[config.mk]
export PLATFORM = sky130hd
export DESIGN_NAME = fsw_latch
export DESIGN_NICKNAME = d
export VERILOG_FILES = /design/src/rtl/fsw_pkg.sv /design/src/rtl/fsw_rst_sync.sv /design/src/rtl/fsw_edge.sv /design/src/rtl/fsw_decode.sv /design/src/rtl/fsw_bank.sv /design/src/rtl/fsw_latch.sv
export SDC_FILE = /design/constraint.sdc
export NUM_CORES = 1
export LEC_CHECK = 0
export ABC_CLOCK_PERIOD_IN_PS = 800
export BUFFER_PORTS_ARGS = -buffer_cell sky130_fd_sc_hd__buf_4
export CORE_MARGIN = 2
export CORE_UTILIZATION = 39
export DETAILED_ROUTE_END_ITERATION = 8
export MAX_ROUTING_LAYER = met4
export PLACE_DENSITY_LB_ADDON = 0.25
export SETUP_SLACK_MARGIN = 0.15
export SYNTH_ARGS = -nofsm -noshare
export SYNTH_HDL_FRONTEND = slang
export SYNTH_SLANG_ARGS = --single-unit
[constraint.sdc]
create_clock -name clk -period 0.8 [get_ports clk]
set_clock_uncertainty 0.15 [all_clocks]
set_input_delay 0.12 -clock clk [delete_from_list [all_inputs] [get_ports clk]]
set_output_delay 0.12 -clock clk [all_outputs]
set_load 0.005 [all_outputs]
[src/rtl/fsw_pkg.sv]
package fsw_pkg;
  localparam int SW_N  = 8;
  localparam int IDX_W = $clog2(SW_N);

  // switch index positions (the decode depends on them)
  localparam int SW_PH0   = 0;
  localparam int SW_PH1   = 1;
  localparam int SW_PH2   = 2;
  localparam int SW_STRB  = 3;
  localparam int SW_MOTOR = 4;
  localparam int SW_DRIVE = 5;
  localparam int SW_Q6    = 6;
  localparam int SW_Q7    = 7;

  typedef enum logic [1:0] {
    MODE_RD_DATA = 2'b00,
    MODE_RD_STAT = 2'b01,
    MODE_HSHK    = 2'b10,
    MODE_WR      = 2'b11
  } dp_mode_e;
endpackage

[src/rtl/fsw_rst_sync.sv]
module fsw_rst_sync #(
  parameter int STAGES = 2
) (
  input  logic clk,
  input  logic rst_n,
  output logic rst_sync_n
);
  logic [STAGES-1:0] pipe_q;
  logic [STAGES-1:0] pipe_d;

  always_comb begin
    pipe_d = {pipe_q[STAGES-2:0], 1'b1};
  end

  always_ff @(posedge clk or negedge rst_n) begin
    if (!rst_n) pipe_q <= '0;
    else        pipe_q <= pipe_d;
  end

  assign rst_sync_n = pipe_q[STAGES-1];
endmodule

[src/rtl/fsw_edge.sv]
module fsw_edge (
  input  logic clk,
  input  logic rst_n,
  input  logic sel,
  input  logic stb,
  output logic hit
);
  logic stb_q;
  logic stb_d;

  always_comb begin
    stb_d = stb;
  end

  always_ff @(posedge clk or negedge rst_n) begin
    if (!rst_n) stb_q <= 1'b0;
    else        stb_q <= stb_d;
  end

  assign hit = sel & stb & ~stb_q;


  hit_no_repeat_chk: assert property (@(posedge clk) disable iff (!rst_n)
    hit |=> !hit);
endmodule

[src/rtl/fsw_decode.sv]
module fsw_decode
  import fsw_pkg::*;
#(
  parameter int ADDR_W   = 13,
  parameter int STEP_LSB = 9
) (
  input  logic              hit,
  input  logic [ADDR_W-1:0] addr,
  output logic [SW_N-1:0]   we,
  output logic              val
);
  localparam int IDX_LSB = STEP_LSB + 1;

  logic [IDX_W-1:0] idx;
  logic             unused_low;

  assign idx        = addr[IDX_LSB +: IDX_W];
  assign val        = addr[STEP_LSB];
  // bits below the step carry no meaning
  assign unused_low = ^addr[STEP_LSB-1:0];

  for (genvar i = 0; i < SW_N; i++) begin : g_we
    assign we[i] = hit && (idx == IDX_W'(i));
  end


  always_comb begin
    we_onehot_chk: assert ($onehot0(we));
  end
endmodule

[src/rtl/fsw_bank.sv]
module fsw_bank
  import fsw_pkg::*;
(
  input  logic            clk,
  input  logic            rst_n,
  input  logic [SW_N-1:0] we,
  input  logic            val,
  output logic [SW_N-1:0] sw
);
  logic [SW_N-1:0] sw_q;
  logic [SW_N-1:0] sw_d;

  for (genvar i = 0; i < SW_N; i++) begin : g_bit
    always_comb begin
      sw_d[i] = we[i] ? val : sw_q[i];
    end

    always_ff @(posedge clk or negedge rst_n) begin
      if (!rst_n)     sw_q[i] <= 1'b0;
      else if (we[i]) sw_q[i] <= sw_d[i];
    end


    hold_chk: assert property (@(posedge clk) disable iff (!rst_n)
      !we[i] |=> $stable(sw_q[i]));

    load_chk: assert property (@(posedge clk) disable iff (!rst_n)
      we[i] |=> (sw_q[i] == $past(val)));
  end

  assign sw = sw_q;
endmodule

[src/rtl/fsw_latch.sv]
module fsw_latch
  import fsw_pkg::*;
#(
  parameter int ADDR_W   = 13,
  parameter int STEP_LSB = 9,
  parameter int SYNC_N   = 2
) (
  input  logic              clk,
  input  logic              rst_n,
  input  logic              sel_i,
  input  logic              stb_i,
  input  logic [ADDR_W-1:0] addr_i,
  output logic [2:0]        ph_o,
  output logic              strobe_o,
  output logic              motor_o,
  output logic              drv_sel_o,
  output logic              q6_o,
  output logic              q7_o,
  output logic [1:0]        mode_o,
  output logic [SW_N-1:0]   sw_o
);
  logic            rst_sync_n;
  logic            hit;
  logic [SW_N-1:0] we;
  logic            val;
  logic [SW_N-1:0] sw;
  dp_mode_e        mode;

  fsw_rst_sync #(.STAGES(SYNC_N)) u_rst (
    .clk(clk), .rst_n(rst_n), .rst_sync_n(rst_sync_n));

  fsw_edge u_edge (
    .clk(clk), .rst_n(rst_sync_n), .sel(sel_i), .stb(stb_i), .hit(hit));

  fsw_decode #(.ADDR_W(ADDR_W), .STEP_LSB(STEP_LSB)) u_dec (
    .hit(hit), .addr(addr_i), .we(we), .val(val));

  fsw_bank u_bank (
    .clk(clk), .rst_n(rst_sync_n), .we(we), .val(val), .sw(sw));

  assign mode      = dp_mode_e'({sw[SW_Q7], sw[SW_Q6]});
  assign ph_o      = {sw[SW_PH2], sw[SW_PH1], sw[SW_PH0]};
  assign strobe_o  = sw[SW_STRB];
  assign motor_o   = sw[SW_MOTOR];
  assign drv_sel_o = sw[SW_DRIVE];
  assign q6_o      = sw[SW_Q6];
  assign q7_o      = sw[SW_Q7];
  assign mode_o    = mode;
  assign sw_o      = sw;


  mode_hold_chk: assert property (@(posedge clk) disable iff (!rst_sync_n)
    !hit |=> $stable(mode_o));

  no_sel_chk: assert property (@(posedge clk) disable iff (!rst_sync_n)
    !sel_i |=> $stable(sw_o));
endmodule

==> results.md, run 1 <==
- Status: finished with violations
- Violated checks: negative hold slack, negative setup slack
- Synth cell types: 13
- CTS tree: built
- Total power: 1.80 mW
- Max Buffers Root-to-Sink: 2
- Number of global-route vias before repair: 368
- Nets: 87
- Wire per inst: 11.7 µm
- Met2 usage: 0.230
- HP Class: primary input to register
- Final Hold Viols: 9
- Post-synth top cells: 11 x dfrtp_1, 10 x buf_4, 6 x mux2_2
- Vias/cell: 4.65
- Global-route wire length before repair: 1560 µm
- GP Congestion: 0.694
- ANT cells: 0
- Remaining DRCs: 0
- Die X-Extent: 40.5 µm
- Total track usage: 0.157
- CP max FO: 4
- Tcrit/Tclk final: 1.85
- Most Crowded Layer GR: met2
- Critical Path AT: 1.49 ns
- Final min period: 1.48 ns
- Static Leak: 0.412 nW
- Num rows: 13
- Cells along the critical path: nand4b_1 -> nor3b_2 -> mux2_4
- Synth warn: 0
- 1st-iter DRT viols: 2
- Critical Path RT: 0.81 ns
- P&R area growth vs syn: 64.4%
- Sw Pwr: 0.458 mW
- Cell area power density: 2110 nW/µm²
- Drt total wl: 986 µm
- Sink Count: 11
- CTS Buf Count: 3
- Die Ht: 40.5 µm
- Clk pwr share: 0.212
- CP max-delay cell: dfrtp_1
- Core Box Area: 1270 µm²
- Avg Cell Area, Syn: 12.4 µm²
- Worst Setup Path Type: register to register
- Yosys reg bits: 11
- Switching share of power: 0.254
- Fmax: 0.676 GHz
- Latest clock arrival within the worst-skew pair: 0.27 ns
- Met1 Use GR: 0.185
- Comb pwr share: 0.381
- RSZ-0062 raised after global routing: true
- Post-Place Worst Slack: -0.695 ns
- Setup ws final: -0.679 ns
- Max-cap violations: 0
- Post-layout util: 0.675
- Final cell count without fillers: 84
- Clk slew on worst S/H paths: 0.08 ns
- Max Slew Vio Count: 0
- Hold WS: -0.171 ns
- Post-route ant nets: 0
- Clock root buffer: clkbuf_4
- Initial antenna violation count: 0
- Setup Viol. Count Final: 26
- Synthesized cell area: 520 µm²
- TritonRoute pass-1 iters: 4
- VDD IR-drop max: 1.59 mV
- Ys flop type: dfrtp_1
- CP Capture Type: register
- Share of the yosys chip area belonging to registers: 0.529
- EDFF count, synth: 0
- Cell count after placement: 76
- Post-synth ARST share: 1.00
- # hold bufs at CTS: 1
- Largest net degree at the start of global routing: 10
- Die area: 1640 µm²
- CP max stage delay: 0.38 ns
- Initial core utilization: 0.410
- Area fraction of the dominant cell type after synthesis: 0.529
- PortBufs: 25
- Area contributors post-synth: dfrtp_1 53%, buf_4 14%, mux2_2 13%
- Mapped Cells: 42
- Leading area contributor after synthesis: dfrtp_1
- Layout cells sized above 1: 0.696
- Met3 Use GR: 0.0333
- H-tree depth: 1
- Pint: 1.34 mW
- # IOs: 35
- Most used standard cell by instance count after synthesis: dfrtp_1
- Register share of total power: 0.407
- Worst setup SP type: register
- Grt total ovfl: 0
- Vias: 391
- Syn nets: 59
==> state kept, by name, indices dropped and copies added, names as in the netlist <==
name / count
u_rst.pipe_q: 2
u_bank.sw: 8
u_edge.stb_q: 1
==> stage by stage <==
stage,area (µm²),setup TNS [ns]
after detailed placement,708,-5.51
after global placement,708,-5.23
after CTS,856,-10.72
after floorplan,584,-4.27
after global routing,856,-11.71
final,856,-10.59
==> power by group through the flow <==
stage	combinational, mW	clock, mW	sequential [mW]
after global placement	0.493	0	0.718
after floorplan	0.310	0	0.745
after detailed placement	0.502	0	0.725
after global routing	0.751	0.418	0.748
after CTS	0.697	0.386	0.735
final	0.687	0.381	0.734
==> cells by family (layout without fill, tap and decap cells) <==
group                  after synthesis  after routing  synth area share
flip-flops                          11             11             0.529
AND/OR/NAND/NOR                     12             12             0.147
buffers and inverters               10             37             0.144
multiplexers                         8              8             0.173
other                                1              1           0.00720
==> final cells by class <==
cell class,count,area [µm²]
clock buffer,3,22.5
clock inverter,1,5.00
fill,110,413
multi-input combinational,21,205
sequential,11,275
tap,15,18.8
timing repair buffer,33,329
==> worst paths after layout <==
path / startpoint / end / slack, ns / cells past startpoint
min in group asynchronous: u_rst.pipe_q[1] / u_bank.sw[4] / -0.01 / 0
max: u_edge.stb_q / u_bank.sw[6] / -0.68 / 3
min: stb_i / u_edge.stb_q / -0.17 / 1
max reg2reg: u_edge.stb_q / u_bank.sw[6] / -0.68 / 3
min reg2reg: u_rst.pipe_q[1] / u_bank.sw[4] / -0.01 / 0
max in group asynchronous: u_rst.pipe_q[1] / u_bank.sw[5] / 0.24 / 0
==> per-layer routing <==
layer | vias to the layer above | share of wire
li1 | 189 | -
met1 | 180 | 0.41
met2 | 18 | 0.49
met3 | 4 | 0.062
met4 | 0 | 0.032
met5 | - | 0
==> layout by cell type, fill, tap and decap left out, types with 2 or more instances in the layout <==
| master | instances |
|---|---|
| clkbuf_4 | 3 |
| buf_4 | 11 |
| nor2_1 | 2 |
| nand3b_1 | 2 |
| mux2_4 | 4 |
| nand2_1 | 2 |
| dfrtp_1 | 11 |
| buf_6 | 21 |
| mux2_2 | 3 |
| nor3b_2 | 2 |
==> critical path, delay by kind of cell (launching register included) <==
kind / cells / cell delay [ns]
flip-flops: 1 / 0.38
multiplexers: 1 / 0.31
AND/OR/NAND/NOR: 2 / 0.54
==> what timing repair did <==
item	CTS	global route
setup endpoints to repair	26	26
setup buffers	3	0
cloned	0	0
gates resized for setup	23	0
pin swaps	0	2
endpoints found under the hold margin	9	5
No activity file was read; power rests on OpenSTA's default activity.
==> run 2: changes to the inputs <==
- ABC_AREA: default -> 1
- ABC_CLOCK_PERIOD_IN_PS: 800 -> 1500
- CORE_UTILIZATION: 39 -> 43
- CTS_BUF_LIST: default -> sky130_fd_sc_hd__clkbuf_8
- clock period: 0.8 -> 1.5 ns (I/O delays scaled with it)
==> results.md, run 2 <==
- Status: finished with violations
- Violated checks: negative hold slack
- Max Buffers Root-to-Sink: 2
- Worst Setup Path Type: register to output pin
- Buffer and inverter count on the worst path: 1
- Synth cell types: 11
- Vias: 473
- DP Area: 689 µm²
- Synth warn: 0
- Synthesized cell area: 574 µm²
- P&R area growth vs syn: 31.4%
- CP max-delay cell: dfrtp_1
- Largest register FFs: 8
- Critical Path AT: 0.78 ns
- Fmax: 0.862 GHz
- Clock root buffer: clkbuf_8
- Post-route ant nets: 0
- Cells along the critical path: buf_4
- Cell area power density: 1190 nW/µm²
- VDD IR-drop max: 0.513 mV
- CTS tree: built
- Core Box Area: 1270 µm²
- Wire per inst: 9.75 µm
- Setup Viol. Count Final: 0
- Die area: 1640 µm²
- Max-cap violations: 0
- Final min period: 1.16 ns
- 1st-iter DRT viols: 7
- Num rows: 13
- Critical Path RT: 1.12 ns
- CP max stage delay: 0.40 ns
- Family with the most delay on the worst path: flip-flops
- Number of global-route vias before repair: 368
- Worst setup SP type: register
- Layout cells sized above 1: 0.326
- Final Hold Viols: 9
- PortBufs: 25
- Most frequent cells in the layout: 28 x nand2_1, 25 x buf_4, 11 x dfrtp_1, 8 x nor2_1, 8 x nand3_1
- Syn nets: 90
- Final instance area: 754 µm²
- Die Ht: 40.5 µm
- Initial antenna violation count: 0
- Setup_tns: 0 ns
- Mapped Cells: 73
- Hold WS: -0.00481 ns
- Ys flop type: dfrtp_1
- Fill cells: 128
- EDFF count, synth: 0
- Post-detail-place hpwl: 770 µm
- Share of the yosys chip area belonging to registers: 0.479
- Clk slew on worst S/H paths: 0.05 ns
- Nets: 110
- Static Leak: 0.417 nW
- Largest net degree at the start of global routing: 17
- GP Congestion: 0.762
- Latest clock arrival within the worst-skew pair: 0.24 ns
- Tcrit/Tclk final: 0.773
- Leading area contributor after synthesis: dfrtp_1
- Avg Cell Area, Syn: 7.87 µm²
- CTS Buf Count: 3
- Sink Count: 11
- Max Slew Vio Count: 0
- Global-route wire length before repair: 1560 µm
- Post-synth top cells: 28 x nand2_1, 11 x dfrtp_1, 10 x buf_4, 8 x nand3_1, 8 x nor2_1
- # IOs: 35
- Post-synth ARST share: 1.00
- HP Class: register to async pin
- RSZ-0062 raised after global routing: false
- Drt total wl: 1040 µm
- CP max FO: 4
- Initial core utilization: 0.453
- ANT cells: 0
- Grt total ovfl: 0
- Yosys reg bits: 11
- TritonRoute pass-1 iters: 4
- Area contributors post-synth: dfrtp_1 48%, nand2_1 18%, buf_4 13%
- Most common cell after layout, fill and taps aside: nand2_1
- Most used standard cell by instance count after synthesis: nand2_1
- Die X-Extent: 40.5 µm
- CP Capture Type: output pin
- Area fraction of the dominant cell type after synthesis: 0.479
- H-tree depth: 1
- Vias/cell: 4.42
- Total track usage: 0.153
- Remaining DRCs: 0
## run 2: path summary, 6_finish.rpt
path / start / end / slack (ns) / cells past startpoint
worst min register to register: u_rst.pipe_q[1] / u_bank.sw[3] / -0.005 / 0
max in group asynchronous: u_rst.pipe_q[1] / u_bank.sw[5] / 0.94 / 0
worst min-delay path: u_rst.pipe_q[1] / u_bank.sw[3] / -0.005 / 0
worst max register to register: u_edge.stb_q / u_bank.sw[2] / 0.35 / 4
worst max-delay path: u_bank.sw[7] / sw_o[7] / 0.34 / 1
min in group clk: addr_i[9] / u_bank.sw[7] / 0.14 / 3
## run 2: logic make-up after synthesis
| kind of cell | count (synthesis) | share of synthesized area |
|---|---|---|
| simple gates | 46 | 0.336 |
| buf+inv | 15 | 0.179 |
| flops | 11 | 0.479 |
| other cells | 1 | 0.00653 |
## run 2: layout make-up
type | count | area, µm² | area share
Clock buffer | 3 | 41.3 | 0.0547
Clock inverter | 1 | 3.75 | 0.00498
Inverter | 3 | 11.3 | 0.0149
Multi-Input combinational cell | 47 | 196 | 0.260
Sequential cell | 11 | 275 | 0.365
Tap cell | 15 | 18.8 | 0.0249
Timing Repair Buffer | 27 | 208 | 0.275
## run 2: power by group
part	internal, mW	switching (mW)
Sequential	0.342	0.0407
Clock	0.180	0.112
Combinational	0.140	0.0851
## run 2: stage by stage
step / utilization / worst slack, ns / power, mW / instances
finish: 0.595 / 0.340 / 0.899 / 107
CTS: 0.595 / 0.332 / 0.909 / 107
floorplan: - / 0.425 / 0.515 / 73
global placement: 0.543 / 0.379 / 0.604 / 101
detailed placement: 0.543 / 0.355 / 0.611 / 101
global route: 0.595 / 0.245 / 0.955 / 107
## run 2: layer usage
metal / up-vias / global-route usage / part of all wire
met1: 206 / 0.194 / 0.43
met5: - / - / 0
met4: 0 / 0.0750 / 0.021
met3: 2 / 0.0500 / 0.079
met2: 16 / 0.218 / 0.47
li1: 249 / - / -
## run 2: what timing repair did
item	CTS	global route
hold buffers	2	0
setup buffers	0	0
gates resized for setup	0	0
setup endpoints to repair	0	0
hold endpoints to repair	3	0
==> run 3: changes to the inputs <==
- ABC_CLOCK_PERIOD_IN_PS: 1500 -> 1070
- clock period: 1.5 -> 1.07 ns (I/O delays scaled with it)
==> results.md, run 3 (synthesis gave the netlist of run 2 again) <==
- Worst setup SP type: register
- Vias/cell: 4.58
- Largest register FFs: 8
- Clock root buffer: clkbuf_8
- TritonRoute pass-1 iters: 2
- Critical Path AT: 0.79 ns
- Post-route ant nets: 0
- CP max FO: 4
- Family with the most delay on the worst path: flip-flops
- Static Leak: 0.452 nW
- FF-to-FF Start: u_edge.stb_q
- Num rows: 13
- Final cell count without fillers: 110
- Die Ht: 40.5 µm
- Violated checks: negative hold slack, negative setup slack
- Hold WS: -0.00545 ns
- VDD IR-drop max: 1.15 mV
- Drt total wl: 1080 µm
- Max-cap violations: 0
- Setup Viol. Count Final: 18
- Grt total ovfl: 0
- Post-detail-place hpwl: 749 µm
- HP Class: register to async pin
- Cell count after placement: 102
- Sink Count: 11
- Cells along the critical path: buf_4
- Nets: 113
- GP Congestion: 0.748
- Fill cells: 110
- Latest clock arrival within the worst-skew pair: 0.24 ns
- Fmax: 0.910 GHz
- Clk slew on worst S/H paths: 0.05 ns
- Final min period: 1.10 ns
- Largest net degree at the start of global routing: 17
- ANT cells: 0
- Vias: 504
- Die area: 1640 µm²
- CTS Buf Count: 3
- Core Box Area: 1270 µm²
- CP max stage delay: 0.40 ns
- Remaining DRCs: 0
- Most frequent cells in the layout: 20 x nand2_1, 17 x buf_4, 11 x dfrtp_1, 10 x buf_6, 9 x nand2_2
- Worst Setup Path Type: register to output pin
- Final Hold Viols: 5
- H-tree depth: 1
- Die X-Extent: 40.5 µm
- Cell area power density: 1600 nW/µm²
- Critical Path RT: 0.76 ns
- Initial antenna violation count: 0
- Initial core utilization: 0.453
- Status: finished with violations
- Buffer and inverter count on the worst path: 1
- Most common cell after layout, fill and taps aside: nand2_1
- PortBufs: 25
- Wire per inst: 9.85 µm
- Post-Place Worst Slack: 0.0214 ns
- Tcrit/Tclk final: 1.03
- CP Capture Type: output pin
- Max Buffers Root-to-Sink: 2
- P&R area growth vs syn: 47.5%
- Layout cells sized above 1: 0.432
- 1st-iter DRT viols: 3
- Total track usage: 0.173
- Number of global-route vias before repair: 449
- Setup ws final: -0.0284 ns
- Crit path launch: u_bank.sw[7]
- CTS tree: built
- Max Slew Vio Count: 0
- RSZ-0062 raised after global routing: true
- Setup_tns: -0.368 ns
- # IOs: 35
- Global-route wire length before repair: 1700 µm
- CP max-delay cell: dfrtp_1
run 3: area by class of cell:
type,count,area (µm²),share of cell area
timing repair buffer,30,280,0.331
sequential,11,275,0.325
multi-input combinational,47,216,0.256
clock buffer,3,41.3,0.0487
tap,15,18.8,0.0222
inverter,3,11.3,0.0133
clock inverter,1,3.75,0.00443
run 3: worst reg2reg max path: stages, from the launching register on:
cell and delay [ns]:
dfrtp_1 0.39, nor2_4 0.10, buf_12 0.15, nand2_2 0.05, nand2_1 0.05, nand2_1 0.06
run 3: per-layer routing:
metal | up-vias | wire [µm] | GRT usage
met5 | - | 0 | -
met2 | 19 | 531 | 0.290
met1 | 228 | 432 | 0.167
met3 | 2 | 100 | 0.100
li1 | 255 | - | -
met4 | 0 | 19 | 0.0500
run 3: timing repair:
item	4_1_cts	5_1_grt
pin swaps	3	0
hold endpoints to repair	3	0
buffers inserted	2	0
setup endpoints to repair	26	26
resized for setup	18	0
hold buffers	2	0
run 3: path summary, 6_finish.rpt:
path | end | slack, ns | cells after the start
worst max-delay path | q7_o | -0.03 | 1
worst min-delay path | u_bank.sw[7] | -0.005 | 0
worst max register to register | u_bank.sw[5] | 0.01 | 5
worst min register to register | u_bank.sw[7] | -0.005 | 0
max in group asynchronous | u_bank.sw[4] | 0.50 | 0
min in group clk | u_bank.sw[2] | 0.06 | 3
run 3: metrics by stage:
| stage | area [µm²] | power, mW | util | hold WS (ns) |
|---|---|---|---|---|
| after floorplan | 574 | 0.725 | - | -0.285 |
| after global placement | 709 | 0.857 | 0.559 | -0.207 |
| after detailed placement | 709 | 0.862 | 0.559 | -0.207 |
| after CTS | 847 | 1.36 | 0.668 | 0.0127 |
| after global routing | 847 | 1.44 | 0.668 | 0.0302 |
| final | 847 | 1.35 | 0.668 | -0.00545 |
run 3: power breakdown:
group	leakage [nW]	switching, mW	internal [mW]
Combinational	0.287	0.129	0.263
Sequential	0.139	0.0677	0.480
Clock	0.0269	0.161	0.252
